**config.mk**
```make
export PLATFORM = sky130hd
export DESIGN_NAME = ir_pulse_codec
export DESIGN_NICKNAME = d
export VERILOG_FILES = /design/src/rtl/ir_codec_pkg.sv /design/src/rtl/ir_slot_timer.sv /design/src/rtl/ir_tx_encoder.sv /design/src/rtl/ir_rx_decoder.sv /design/src/rtl/ir_pulse_codec.sv
export SDC_FILE = /design/constraint.sdc
export NUM_CORES = 1
export LEC_CHECK = 0
export CORE_ASPECT_RATIO = 0.7
export CORE_MARGIN = 2
export CORE_UTILIZATION = 30
export CTS_CLUSTER_SIZE = 10
export DETAILED_ROUTE_END_ITERATION = 8
export DONT_BUFFER_PORTS = 1
export PLACE_DENSITY_LB_ADDON = 0.08
export SLEW_MARGIN = 0
export SYNTH_ARGS = -nofsm -noshare
export SYNTH_HDL_FRONTEND = slang
export SYNTH_SLANG_ARGS = --single-unit
```
**constraint.sdc**
```tcl
create_clock -name clk -period 1.6 [get_ports clk]
set_clock_uncertainty 0.15 [all_clocks]
set_input_delay 0.16 -clock clk [delete_from_list [all_inputs] [get_ports clk]]
set_output_delay 0.16 -clock clk [all_outputs]
set_load 0.005 [all_outputs]
```
**src/rtl/ir_codec_pkg.sv**
```systemverilog
package ir_codec_pkg;

  typedef enum logic {
    PW_3_16 = 1'b0,
    PW_4_16 = 1'b1
  } pw_sel_e;

  // Pulse window centred on the middle of the cell; it ends one slot past the middle.
  function automatic logic slot_in_pulse(input int unsigned slot,
                                         input int unsigned ovs,
                                         input pw_sel_e     width);
    int unsigned hi;
    int unsigned lo;
    hi = ovs / 2 + 1;
    lo = (width == PW_4_16) ? ovs / 2 - 2 : ovs / 2 - 1;
    return (slot >= lo) && (slot <= hi);
  endfunction

endpackage

```
**src/rtl/ir_slot_timer.sv**
```systemverilog
module ir_slot_timer #(
  parameter int OVS = 16
) (
  input  logic                    clk,
  input  logic                    rst,
  input  logic                    tick_i,
  output logic [$clog2(OVS)-1:0]  slot_o,
  output logic                    bit_start_o
);
  localparam int SW = $clog2(OVS);
  localparam logic [SW-1:0] LAST = SW'(OVS - 1);

  logic [SW-1:0] slot_q;

  always_ff @(posedge clk) begin
    if (rst) begin
      slot_q <= LAST;
    end else if (tick_i) begin
      slot_q <= (slot_q == LAST) ? '0 : slot_q + 1'b1;
    end
  end

  assign slot_o      = slot_q;
  assign bit_start_o = tick_i && (slot_q == LAST);

  // wrap to slot 0 after the last slot
  a_r11_wrap: assert property (@(posedge clk) disable iff (rst)
    (tick_i && slot_q == LAST) |=> (slot_q == '0));
  // no movement without a tick
  a_r11_hold: assert property (@(posedge clk) disable iff (rst)
    !tick_i |=> $stable(slot_q));

endmodule

```
**src/rtl/ir_tx_encoder.sv**
```systemverilog
module ir_tx_encoder
  import ir_codec_pkg::*;
#(
  parameter int OVS = 16
) (
  input  logic                    clk,
  input  logic                    rst,
  input  logic                    ir_en_i,
  input  pw_sel_e                 width_i,
  input  logic                    tx_nrz_i,
  input  logic                    bit_start_i,
  input  logic [$clog2(OVS)-1:0]  slot_i,
  output logic                    ir_tx_o
);
  logic bit_q;
  logic tx_q;

  always_ff @(posedge clk) begin
    if (rst) begin
      bit_q <= 1'b1;
      tx_q  <= 1'b1;
    end else begin
      if (bit_start_i) bit_q <= tx_nrz_i;
      if (ir_en_i) tx_q <= !bit_q && slot_in_pulse(32'(slot_i), OVS, width_i);
      else         tx_q <= tx_nrz_i;
    end
  end

  assign ir_tx_o = tx_q;

  // pass-through when infrared mode is off
  a_r2_passthru: assert property (@(posedge clk) disable iff (rst)
    !ir_en_i |=> (ir_tx_o == $past(tx_nrz_i)));
  // a one bit emits no light
  a_r4_one_dark: assert property (@(posedge clk) disable iff (rst)
    (ir_en_i && bit_q) |=> !ir_tx_o);
  // narrow pulse does not start early
  a_r5_narrow_start: assert property (@(posedge clk) disable iff (rst)
    (ir_en_i && !bit_q && width_i == PW_3_16 && 32'(slot_i) == OVS / 2 - 2) |=> !ir_tx_o);
  // the centre slot of a zero bit is always lit
  a_r6_centre_lit: assert property (@(posedge clk) disable iff (rst)
    (ir_en_i && !bit_q && 32'(slot_i) == OVS / 2) |=> ir_tx_o);

endmodule

```
**src/rtl/ir_rx_decoder.sv**
```systemverilog
module ir_rx_decoder #(
  parameter int OVS         = 16,
  parameter int SYNC_STAGES = 2
) (
  input  logic clk,
  input  logic rst,
  input  logic ir_en_i,
  input  logic invert_i,
  input  logic tick_i,
  input  logic rx_raw_i,
  output logic rx_nrz_o
);
  localparam int CW = $clog2(OVS);
  localparam logic [CW-1:0] LAST = CW'(OVS - 1);

  logic [SYNC_STAGES-1:0] sync_q;
  logic                   synced;
  logic                   pulse;
  logic [CW-1:0]          hold_q;
  logic                   rx_q;

  always_ff @(posedge clk) begin
    if (rst) sync_q <= '1;
    else     sync_q <= {sync_q[SYNC_STAGES-2:0], rx_raw_i};
  end

  assign synced = sync_q[SYNC_STAGES-1];
  assign pulse  = invert_i ? !synced : synced;

  always_ff @(posedge clk) begin
    if (rst) begin
      rx_q   <= 1'b1;
      hold_q <= '0;
    end else if (!ir_en_i) begin
      rx_q   <= synced;
      hold_q <= '0;
    end else if (pulse) begin
      rx_q   <= 1'b0;
      hold_q <= '0;
    end else if (!rx_q && tick_i) begin
      if (hold_q == LAST) begin
        rx_q   <= 1'b1;
        hold_q <= '0;
      end else begin
        hold_q <= hold_q + 1'b1;
      end
    end
  end

  assign rx_nrz_o = rx_q;

  // disabled path copies the synchronized line
  a_r3_passthru: assert property (@(posedge clk) disable iff (rst)
    !ir_en_i |=> (rx_nrz_o == $past(synced)));
  // a detected pulse forces a zero
  a_r8_pulse_low: assert property (@(posedge clk) disable iff (rst)
    (ir_en_i && pulse) |=> !rx_nrz_o);
  // recovery to one only happens on a tick
  a_r9_rise_on_tick: assert property (@(posedge clk) disable iff (rst)
    (ir_en_i && !rx_q && !tick_i) |=> !rx_nrz_o);

endmodule

```
**src/rtl/ir_pulse_codec.sv**
```systemverilog
module ir_pulse_codec
  import ir_codec_pkg::*;
#(
  parameter int OVS         = 16,
  parameter int SYNC_STAGES = 2
) (
  input  logic clk,
  input  logic rst,
  input  logic tick16,
  input  logic ir_en,
  input  logic pulse_wide,
  input  logic rx_invert,
  input  logic tx_nrz,
  input  logic ir_rx_raw,
  output logic ir_tx,
  output logic rx_nrz
);
  localparam int SW = $clog2(OVS);

  logic [SW-1:0] slot;
  logic          bit_start;
  pw_sel_e       width_sel;

  assign width_sel = pw_sel_e'(pulse_wide);

  ir_slot_timer #(.OVS(OVS)) u_timer (
    .clk         (clk),
    .rst         (rst),
    .tick_i      (tick16),
    .slot_o      (slot),
    .bit_start_o (bit_start)
  );

  ir_tx_encoder #(.OVS(OVS)) u_enc (
    .clk         (clk),
    .rst         (rst),
    .ir_en_i     (ir_en),
    .width_i     (width_sel),
    .tx_nrz_i    (tx_nrz),
    .bit_start_i (bit_start),
    .slot_i      (slot),
    .ir_tx_o     (ir_tx)
  );

  ir_rx_decoder #(.OVS(OVS), .SYNC_STAGES(SYNC_STAGES)) u_dec (
    .clk      (clk),
    .rst      (rst),
    .ir_en_i  (ir_en),
    .invert_i (rx_invert),
    .tick_i   (tick16),
    .rx_raw_i (ir_rx_raw),
    .rx_nrz_o (rx_nrz)
  );

  // both lines idle high while in reset
  a_r1_reset_idle: assert property (@(posedge clk)
    rst |=> (ir_tx && rx_nrz));

endmodule

```
-- Word-level counts from Yosys, hierarchy flattened
Cells that the tools add are included.
- eq/ne operators: 4
- reduce and logical (&&, ||, !) cells: 9
- bitwise operators: 1
- add/sub/neg operators: 2
- order comparisons: 2
- muxes and demuxes: 9
- operators with widths (operator ; number):
    4-bit by 32-bit greater-or-equal comparator with 1-bit output ; 1
    4-bit by 1-bit adder with 4-bit output (second input constant) ; 2
    4-bit == test (second input constant) ; 2
    4-bit two-way mux ; 2
    1-bit two-way mux ; 7
    3-bit by 1-bit != test with 1-bit output (second input constant) ; 2
    4-bit <= comparator (second input constant) ; 1
    1-bit logical AND ; 4
    1-bit logical NOT ; 3
    3-bit OR reduction ; 1
    2-bit AND reduction ; 1
    1-bit NOT ; 1
- output and inout port bits: 2
- word-level logic and storage cells: 33
- bits in registers: 13

-- Depth between registers and ports, before layout
Gate-level depths: netlist (run 1).
- word-level depth: 5
- gate-level depth with buffers: 5
- gate-level depth less buffers: 5

-- Cells and area by module
A second synthesis (run 1) with hierarchy kept.
- cell total of the unflattened synthesis: 66
- area total of the unflattened synthesis: 629.4 µm²
- modules (own cells, without submodules) (module ; cells an instance ; instances ; area an instance (µm²)):
    ir_rx_decoder ; 33 ; 1 ; 311.5
    ir_slot_timer ; 20 ; 1 ; 197.7
    ir_tx_encoder ; 13 ; 1 ; 120.1

-- Least setup slack after synthesis (run 1)
OpenSTA, ideal clock, no wires.
- kind: reg-to-reg
- start point: register u_dec.hold_q[0]
- end point: register u_dec.rx_q, in the netlist u_dec.rx_nrz_o
- required time: 1.330 ns
- library setup time: 0.120 ns
- period minus slack after synthesis: 1.397 ns
- arrival: 1.127 ns
- cell stages (with the launch flop): 5
- buffers on the path: 0
- slack: 0.203 ns
- cell sequence: dfxtp_1 ha_1 a41oi_2 o21ai_1 a211o_1
- longest elaborated chain between the ends: 3
- ends and longest elaborated chain (element ; line ; RTL):
    from (decl) ; ir_rx_decoder.sv:19 ; logic [CW-1:0] hold_q;
    from (signal assigned) ; ir_rx_decoder.sv:45 ; hold_q <= hold_q + 1'b1;
    4-bit == test ; ir_rx_decoder.sv:41 ; if (hold_q == LAST) begin
    3-bit by 1-bit != test with 1-bit output (no line) ; - ;
    2-bit AND reduction (no line) ; - ;
    to (signal assigned) ; ir_rx_decoder.sv:35 ; rx_q <= synced;
    to (decl) ; ir_rx_decoder.sv:20 ; logic rx_q;
Every way passes these cells.
A chain may end at the register's enable or synchronous reset.

-- Worst setup path in the final report (run 1)
- start point: input port ir_en
- end point: register u_enc.tx_q, in the netlist u_enc.ir_tx_o
- longest elaborated chain between the ends: 1
- ends and longest elaborated chain (element ; line ; RTL):
    from (decl) ; ir_pulse_codec.sv:10 ; input logic ir_en,
    1-bit two-way mux ; ir_tx_encoder.sv:24 ; if (ir_en_i) tx_q <= !bit_q && slot_in_pulse(32'(slot_i), OVS, width_i);
    to (signal assigned) ; ir_tx_encoder.sv:24 ;
    to (signal assigned) ; ir_tx_encoder.sv:25 ; else tx_q <= tx_nrz_i;
    to (decl) ; ir_tx_encoder.sv:16 ; logic tx_q;
Every way passes these cells.

==> results.md, run 1 <==
- HPWL Detailed: 921 µm
- Height of the chip: 43.4 µm
- Fin Setup TNS: 0 ns
- CP Class: input port to register
- Io pins: 10
- GRT Overall Usage: 0.124
- Synth Net Count: 85
- First drt pass iteration count: 4
- CP max stage delay: 0.57 ns
- Shortest period the worst path allows: 1.53 ns
- Final Hold Viols: 0
- Slew Viols, Final: 0
- Tightest Pin Transition: 0.369 ns
- Final Total Pwr: 669 µW
- Vias: 539
- Synthesis-stage register bit count: 13
- Hold Crit Class: input port to register
- Antenna violations before repair: 0
- Synth Cell Area: 666 µm²
- CP max stage cell: dlygate4sd3_1
- WP data required: 1.63 ns
- Number of global-route vias before repair: 503
- Clk sink count: 13
- Buf+Inv Stages, Crit Path: 3
- DRT Wirelength: 1.30 mm
- Gpl congestion: 0.664
- Worst path cell trace: dlygate4sd3_1 -> inv_1 -> a21oi_1 -> dlygate4sd3_1 -> o31ai_1
- Worst Path Max Fanout: 3
- Die X: 60.3 µm
- Port buffer count: 0
- Resized cells post-CTS: 0
- VDD IR max: 502 µV
- Crit path capture type: register
- CTS Root Cell: clkbuf_4
- CP dominant cell by count: dlygate4sd3_1
- Max-cap violations: 0
- Largest net degree at the start of global routing: 11
- DRC: 0
- Routed Antenna Nets: 0
- Syn avg cell area: 9.24 µm²
- Starting Density: 0.314
- Final nets: 97
- CORE AREA: 0.00212 mm²
- Distinct cell type count after synthesis: 31
- Vias per cell: 4.69
- Register area share after synthesis: 0.391
- Drt wl/cell: 11.3 µm
- Synth warn: 0
- Outcome: completed
- FILL cells: 232
- Number of H-tree levels: 1
- Unrepaired setup endpoints after global routing: no
- Die Area: 0.00262 mm²
- Commonest non-fill, non-tap cell in the layout: dfxtp_1
- Tcrit/Tclk final: 0.955
- Final setup viols: 0
- Congestion Overflow GR: 0
- Rel. slew slack: 0.753
- CP delay by family, top: buffers and inverters
- N_diodes: 0
- Drt first-iter violations: 5
- Share of layout cells above drive strength 1: 0.145
- First-pass GRT wire length: 2.23 mm
- Yosys top cell area share: 0.391
- CTS buffer count: 3
- CTS tree: done
- Synthesis-to-layout area growth: 20.1%
- CP Launch Type: input port
- Cell accounting for the most synthesized area: dfxtp_1
- Power Dens Cells: 837 mW/mm²
- Worst-Skew Late Latency: 0.28 ns
- Most frequent cells in the layout: dfxtp_1, nand2_1, dlygate4sd3_1, inv_1, ha_1
- Synth area leaders: dfxtp_1, ha_1, nand2_1
- Row cnt: 14
- Max Fclk: 0.655 GHz
- Clk slew on worst S/H paths: 0.09 ns
- Leak pwr: 0.000326 µW
- Clock buffer depth: 2
- Cells after Synth: 72
- WP data arrival: 1.56 ns
worst paths after layout:
check / slack, ns / depth (start not counted) / end / start
setup / recovery: 0.07 / 5 / u_enc.ir_tx_o / ir_en
hold reg to reg: 0.27 / 1 / u_dec.sync_q[1] / u_dec.sync_q[0]
hold / removal: 0.04 / 3 / u_dec.hold_q[0] / rx_invert
setup reg to reg: 0.13 / 4 / u_dec.rx_nrz_o / u_dec.hold_q[0]
timing repair:
item / CTS / global route
endpoints found under the hold margin: 12 / 0
hold buffers: 7 / 0
buffers inserted: 0 / 0
worst reg2reg max path, cell delays in order, from the launching register on:
cell and delay, ns:
dfxtp_1 0.35, ha_1 0.26, a41oi_2 0.25, o21ai_1 0.08
a211o_1 0.28
Yosys cell counts:
cell type and n:
dfxtp_1 13, nand2_1 9, inv_1 6, ha_1 5
a21oi_1 4, nand3_1 4, nand2b_1 2, nand3b_1 2
nor2_1 2, o211ai_1 2, o21ai_1 2, or2_2 2
a211o_1 1, a21oi_2 1, a311o_1 1, a311oi_1 1
a41oi_1 1, a41oi_2 1, and3_2 1, buf_6 1
mux2i_1 1, nand4_1 1, nor2b_1 1, nor2b_2 1
nor4b_2 1, o21ai_0 1, o22a_1 1, o311ai_1 1
o31ai_1 1, xnor2_1 1, xor2_1 1
cell families (layout without fill, tap and decap cells):
group | Yosys count | in the layout | share of synthesized area
buffers and inverters | 7 | 18 | 0.0507
muxes | 1 | 1 | 0.0150
adders and majority gates | 5 | 5 | 0.0940
DFF | 13 | 13 | 0.391
xor gates and xnor gates | 2 | 2 | 0.0263
and+or+nand+nor | 26 | 26 | 0.218
AOI/OAI and AO/OA | 18 | 18 | 0.205
metrics by stage:
stage / hold slack, ns / instances / setup slack (ns) / util / cell area (µm²)
2_1_floorplan: 0.104 / 72 / 0.203 / - / 666
3_3_place_gp: 0.107 / 104 / 0.163 / 0.331 / 702
3_5_place_dp: 0.110 / 104 / 0.139 / 0.331 / 702
4_1_cts: 0.0224 / 115 / 0.0991 / 0.377 / 800
5_1_grt: 0.0188 / 115 / 0.0207 / 0.377 / 800
6_report: 0.0370 / 115 / 0.0727 / 0.377 / 800
report_power, final:
group / leakage [µW] / switching (µW) / total (µW) / internal [µW]
Clock: 0.0000177 / 114 / 206 / 92.8
Combinational: 0.000201 / 48.3 / 102 / 54.1
Sequential: 0.000107 / 18.8 / 360 / 342
Total: 0.000326 / 181 / 669 / 488
layout make-up:
| cell class | count | area (µm²) | share of cell area |
|---|---|---|---|
| clock inverters | 1 | 5.00 | 0.00626 |
| repair buffers | 8 | 77.6 | 0.0970 |
| inverters | 6 | 22.5 | 0.0282 |
| flip-flops and latches | 13 | 260 | 0.326 |
| clock buffers | 3 | 22.5 | 0.0282 |
| multi-input cells | 52 | 372 | 0.465 |
| well taps | 32 | 40.0 | 0.0501 |
registers in the layout, indices dropped and copies added, names as in the netlist:
signal          flops
u_dec.hold_q        4
u_timer.slot_o      4
u_dec.sync_q        2
u_dec.rx_nrz_o      1
u_enc.bit_q         1
u_enc.ir_tx_o       1
metal layers:
layer / share of wire / wire length, µm / up-vias / track usage
li1: - / - / 283 / -
met1: 0.55 / 713 / 245 / 0.169
met2: 0.39 / 508 / 9 / 0.167
met3: 0.050 / 65 / 2 / 0.0657
met4: 0.010 / 13 / 0 / 0.0400
met5: 0 / 0 / - / 0
Power figures use the tool's default switching activity.
==> run 2: changes to the inputs <==
Settings changed: CELL_PAD_IN_SITES_DETAIL_PLACEMENT set to 0, CELL_PAD_IN_SITES_GLOBAL_PLACEMENT set to 1.
==> results.md, run 2 (same netlist as run 1, synthesis figures left out) <==
- Tcrit/Tclk final: 0.950 (-0.00470)
- Clock buffer depth: 2 (unchanged)
- Congestion Overflow GR: 0 (unchanged)
- Antenna violations before repair: 0 (unchanged)
- Number of global-route vias before repair: 517 (+2.8%)
- Final setup viols: 0 (unchanged)
- CTS tree: done
- Vias per cell: 4.66 (-0.68%)
- Cell area after layout: 811 µm² (+1.4%)
- CORE AREA: 0.00212 mm² (unchanged)
- Most frequent cells in the layout: dfxtp_1, nand2_1, dlygate4sd3_1, inv_1, ha_1
- HPWL Detailed: 962 µm (+4.5%)
- Worst r2r src: u_dec.hold_q[0]
- Final nets: 98 (+1.0%)
- Rel. slew slack: 0.790 (+0.0369)
- N_diodes: 0 (unchanged)
- Clk slew on worst S/H paths: 0.10 ns (about the same)
- Outcome: completed
- CP dominant cell by count: dlygate4sd3_1
- CTS buffer count: 3 (unchanged)
- Row cnt: 14 (unchanged)
- CP max stage delay: 0.57 ns (about the same)
- Synthesis-to-layout area growth: 21.8%
- Worst path cell trace: dlygate4sd3_1 -> inv_1 -> a21oi_1 -> dlygate4sd3_1 -> o31ai_1
- Max Fclk: 0.658 GHz (+0.49%)
- Worst-Skew Late Latency: 0.29 ns (about the same)
- Fin Setup TNS: 0 ns (unchanged)
- Clk sink count: 13 (unchanged)
- Buf+Inv Stages, Crit Path: 3 (unchanged)
- Shortest period the worst path allows: 1.52 ns (-0.00751 ns)
- First-pass GRT wire length: 2.37 mm (+6.5%)
- Power Dens Cells: 844 mW/mm² (+0.83%)
- Worst Setup SP: ir_en
- WP data arrival: 1.56 ns (about the same)
- Max-cap violations: 0 (unchanged)
- FILL cells: 224 (-3.4%)
- Final design utilization: 0.383 (+0.00531)
- CP Launch Type: input port
- Crit path capture type: register
- First drt pass iteration count: 3 (-1)
- Vias: 540 (+0.19%)
- Drt first-iter violations: 7 (+2)
- GRT Overall Usage: 0.127 (+0.00349)
- Largest net degree at the start of global routing: 10 (-1)
- Die Area: 0.00262 mm² (unchanged)
- Io pins: 10 (unchanged)
- WP data required: 1.64 ns (about the same)
- Post-CTS setup buffer count: 0 (unchanged)
- Tightest Pin Transition: 0.314 ns (-0.0552 ns)
- DRC: 0 (unchanged)
- CP Class: input port to register
- Die X: 60.3 µm (unchanged)
- Number of H-tree levels: 1 (unchanged)
- Share of layout cells above drive strength 1: 0.155 (+0.0102)
- Min-delay src: rx_invert
- Unrepaired setup endpoints after global routing: no
- Final Hold Viols: 0 (unchanged)
- CP max stage cell: dlygate4sd3_1
- Leak pwr: 0.000331 µW (+1.4%)
- VDD IR max: 467 µV (-7.0%)
- Slew Viols, Final: 0 (unchanged)
- Pre-CTS setup slack: 0.135 ns (-0.00416 ns)
- Port buffer count: 0 (unchanged)
- Hold Crit Class: input port to register
- CP delay by family, top: buffers and inverters
- Height of the chip: 43.4 µm (unchanged)
- CTS Root Cell: clkbuf_4
- Routed Antenna Nets: 0 (unchanged)
- Worst Path Max Fanout: 3 (unchanged)
- Cell Area, Placed: 702 µm² (unchanged)
- DRT Wirelength: 1.40 mm (+7.5%)
- Starting Density: 0.314 (unchanged)
- Drt wl/cell: 12.0 µm (+6.6%)
- Gpl congestion: 0.647 (-2.6%)
- Final worst slack: 0.0802 ns (+0.00751 ns)
- Commonest non-fill, non-tap cell in the layout: dfxtp_1
==> run 2: cell types whose count changed in the layout (fill, tap and decap cells not counted) <==
cell           delta
dfxtp_1           -1
dlygate4sd3_1     +1
dfxtp_2           +1
==> run 2: final timing paths <==
path	to	slack (ns)	depth (start not counted)
worst max-delay path	u_enc.ir_tx_o	0.08	5
worst min-delay path	u_dec.hold_q[0]	0.03	3
worst max register to register	u_dec.rx_nrz_o	0.10	4
worst min register to register	u_dec.sync_q[1]	0.27	1
==> run 2: per-layer routing <==
metal | vias up | track usage | routed length [µm]
li1 | 283 | - | -
met1 | 246 | 0.169 | 723
met2 | 9 | 0.185 | 603
met3 | 2 | 0.0567 | 60
met4 | 0 | 0.0400 | 10
met5 | - | 0 | 0
==> run 2: worst min-delay path, cell delays in order <==
cell	delay, ns
xnor2_1	0.05
nand3_1	0.18
a21oi_2	0.04
==> run 2: cell type report <==
class / count / area (µm²) / area share
clock buffers: 3 / 22.5 / 0.0278
clock inverters: 1 / 5.00 / 0.00617
inverters: 6 / 22.5 / 0.0278
multi-input cells: 52 / 372 / 0.458
flip-flops and latches: 13 / 262 / 0.323
well taps: 32 / 40.0 / 0.0494
repair buffers: 9 / 87.6 / 0.108
==> run 2: stage by stage <==
step	hold WS (ns)	power, µW	instances
final	0.0257	684	116
after global routing	0.0303	726	116
after CTS	0.0193	694	116
after detailed placement	0.113	453	104
after global placement	0.107	452	104
after floorplan	0.104	436	72
==> run 2: timing repair <==
item                                    4_1_cts  5_1_grt
endpoints found under the setup margin        0        1
resized for setup                             0        1
hold buffers                                  8        0
endpoints found under the hold margin        13        0
==> run 2: where the power goes <==
| group | internal (µW) | switching [µW] |
|---|---|---|
| Sequential | 342 | 20.9 |
| Combinational | 55.6 | 47.2 |
| Clock | 92.8 | 125 |
| Total | 491 | 193 |
==> run 3: changes to the inputs <==
Settings changed: RECOVER_POWER set to 100.
==> results.md, run 3 (same netlist as run 1, synthesis figures left out) <==
- Clock buffer depth: 2 (unchanged)
- Buf+Inv Stages, Crit Path: 3 (unchanged)
- Congestion Overflow GR: 0 (unchanged)
- First drt pass iteration count: 4 (+1)
- CTS Root Cell: clkbuf_4
- P_sw: 192 µW (-0.77%)
- Number of global-route vias before repair: 517 (unchanged)
- Met3 routed WL: 58 µm (-3.3%)
- Pre-CTS setup slack: 0.135 ns (unchanged)
- Leak pwr: 0.000330 µW (about the same)
- Seq pwr share: 0.532 (about the same)
- CTS buffer count: 3 (unchanged)
- Io pins: 10 (unchanged)
- Die Area: 0.00262 mm² (unchanged)
- Final setup viols: 0 (unchanged)
- Crit path capture type: register
- Share of layout cells above drive strength 1: 0.155 (unchanged)
- GRT Overall Usage: 0.127 (unchanged)
- Commonest non-fill, non-tap cell in the layout: dfxtp_1
- Port buffer count: 0 (unchanged)
- Hold Crit Class: input port to register
- Worst-Skew Late Latency: 0.28 ns (about the same)
- Max Fclk: 0.658 GHz (about the same)
- Inst Count DP: 104 (unchanged)
- HPWL Detailed: 962 µm (unchanged)
- Unrepaired setup endpoints after global routing: no
- Cell Int Power: 490 µW (about the same)
- CP max stage delay: 0.57 ns (about the same)
- Slew Viols, Final: 0 (unchanged)
- Final design utilization: 0.383 (unchanged)
- Synthesis-to-layout area growth: 21.8% (unchanged)
- DRC: 0 (unchanged)
- Starting Density: 0.314 (unchanged)
- Met2 WL: 595 µm (-1.3%)
- Power Dens Cells: 841 mW/mm² (-0.28%)
- CP delay by family, top: buffers and inverters
- Number of H-tree levels: 1 (unchanged)
- Shortest period the worst path allows: 1.52 ns (+0.000861 ns)
- Clk slew on worst S/H paths: 0.10 ns (about the same)
- Post-CTS setup buffer count: 0 (unchanged)
- CTS tree: done
- Clock power frac: 0.319 (about the same)
- Drt first-iter violations: 7 (unchanged)
- Tcrit/Tclk final: 0.950 (about the same)
- First-pass GRT wire length: 2.37 mm (unchanged)
- DRT Wirelength: 1.39 mm (-0.36%)
- WP data required: 1.64 ns (about the same)
- Height of the chip: 43.4 µm (unchanged)
- Largest net degree at the start of global routing: 10 (unchanged)
- Sw Share: 0.281 (-0.00139)
- Worst slack on hold paths: 0.0251 ns (-0.000538 ns)
- Worst path cell trace: dlygate4sd3_1 -> inv_1 -> a21oi_1 -> dlygate4sd3_1 -> o31ai_1
- Vias per cell: 4.59 (-1.3%)
- Fin cells: 116 (unchanged)
- Tightest Pin Transition: 0.313 ns (-0.00102 ns)
- CP dominant cell by count: dlygate4sd3_1
- Comb power frac: 0.149 (about the same)
- WP data arrival: 1.56 ns (about the same)
- CORE AREA: 0.00212 mm² (unchanged)
- Antenna violations before repair: 0 (unchanged)
- Row cnt: 14 (unchanged)
- Vias: 533 (-1.3%)
- Die X: 60.3 µm (unchanged)
- Max-cap violations: 0 (unchanged)
- CP Class: input port to register
- Final nets: 98 (unchanged)
- Clk sink count: 13 (unchanged)
- Worst Path Max Fanout: 3 (unchanged)
- Most frequent cells in the layout: dfxtp_1, nand2_1, dlygate4sd3_1, inv_1, ha_1
- CP max stage cell: dlygate4sd3_1
- Gpl congestion: 0.647 (unchanged)
- Metal-1 WL: 727 µm (+0.55%)
- Final worst slack: 0.0794 ns (-0.000861 ns)
- Fin Setup TNS: 0 ns (unchanged)
- Routed Antenna Nets: 0 (unchanged)
- Drt wl/cell: 12.0 µm (-0.36%)
- Top sig layer: met4
- CP Launch Type: input port
- Outcome: completed
- Final Hold Viols: 0 (unchanged)
- N_diodes: 0 (unchanged)
- Rel. slew slack: 0.791 (about the same)
- VDD IR max: 467 µV (about the same)
-- run 3: cell types whose count changed in the layout (fill, tap and decap cells not counted) --
cell,delta
o311ai_1,-1
o311ai_0,+1
-- run 3: power groups by stage --
stage / Sequential, µW / Clock, µW / Combinational (µW)
after detailed placement: 370 / 0 / 82.6
final: 363 / 218 / 102
after global routing: 365 / 242 / 118
after global placement: 371 / 0 / 81.8
after floorplan: 364 / 0 / 71.9
after CTS: 362 / 227 / 104
-- run 3: per-stage QoR --
stage | area [µm²] | total power, µW
2_1_floorplan | 666 | 436
3_3_place_gp | 702 | 452
3_5_place_dp | 702 | 453
4_1_cts | 810 | 694
5_1_grt | 811 | 725
6_report | 811 | 682
-- run 3: path summary, 6_finish.rpt --
kind / start / endpoint / slack [ns] / cells past startpoint
worst min-delay path: rx_invert / u_dec.hold_q[0] / 0.03 / 3
worst max-delay path: ir_en / u_enc.ir_tx_o / 0.08 / 5
worst max register to register: u_dec.hold_q[0] / u_dec.rx_nrz_o / 0.10 / 4
worst min register to register: u_dec.sync_q[0] / u_dec.sync_q[1] / 0.27 / 1
-- run 3: timing repair --
| item | in CTS | in global routing |
|---|---|---|
| hold buffers | 8 | 0 |
| endpoints found under the setup margin | 0 | 1 |
| endpoints found under the hold margin | 13 | 0 |
| resized for setup | 0 | 1 |
-- run 3: per-layer routing --
metal | track usage | vias up
li1 | - | 284
met1 | 0.169 | 238
met2 | 0.185 | 9
met3 | 0.0567 | 2
met4 | 0.0400 | 0
met5 | 0 | -
-- run 3: worst reg2reg max path, delay by kind of cell, from the launching register on --
| family | cells | cell delay [ns] |
|---|---|---|
| adder cells (fa/ha/maj) | 1 | 0.26 |
| flip-flops | 1 | 0.36 |
| AO/OA/AOI/OAI | 3 | 0.63 |
-- run 3: cell type report --
| type | instances | area, µm² |
|---|---|---|
| Multi-Input combinational cell | 52 | 372 |
| Sequential cell | 13 | 262 |
| Inverter | 6 | 22.5 |
| Fill cell | 224 | 1310 |
| Tap cell | 32 | 40.0 |
| Clock buffer | 3 | 22.5 |
| Clock inverter | 1 | 5.00 |
| Timing Repair Buffer | 9 | 87.6 |
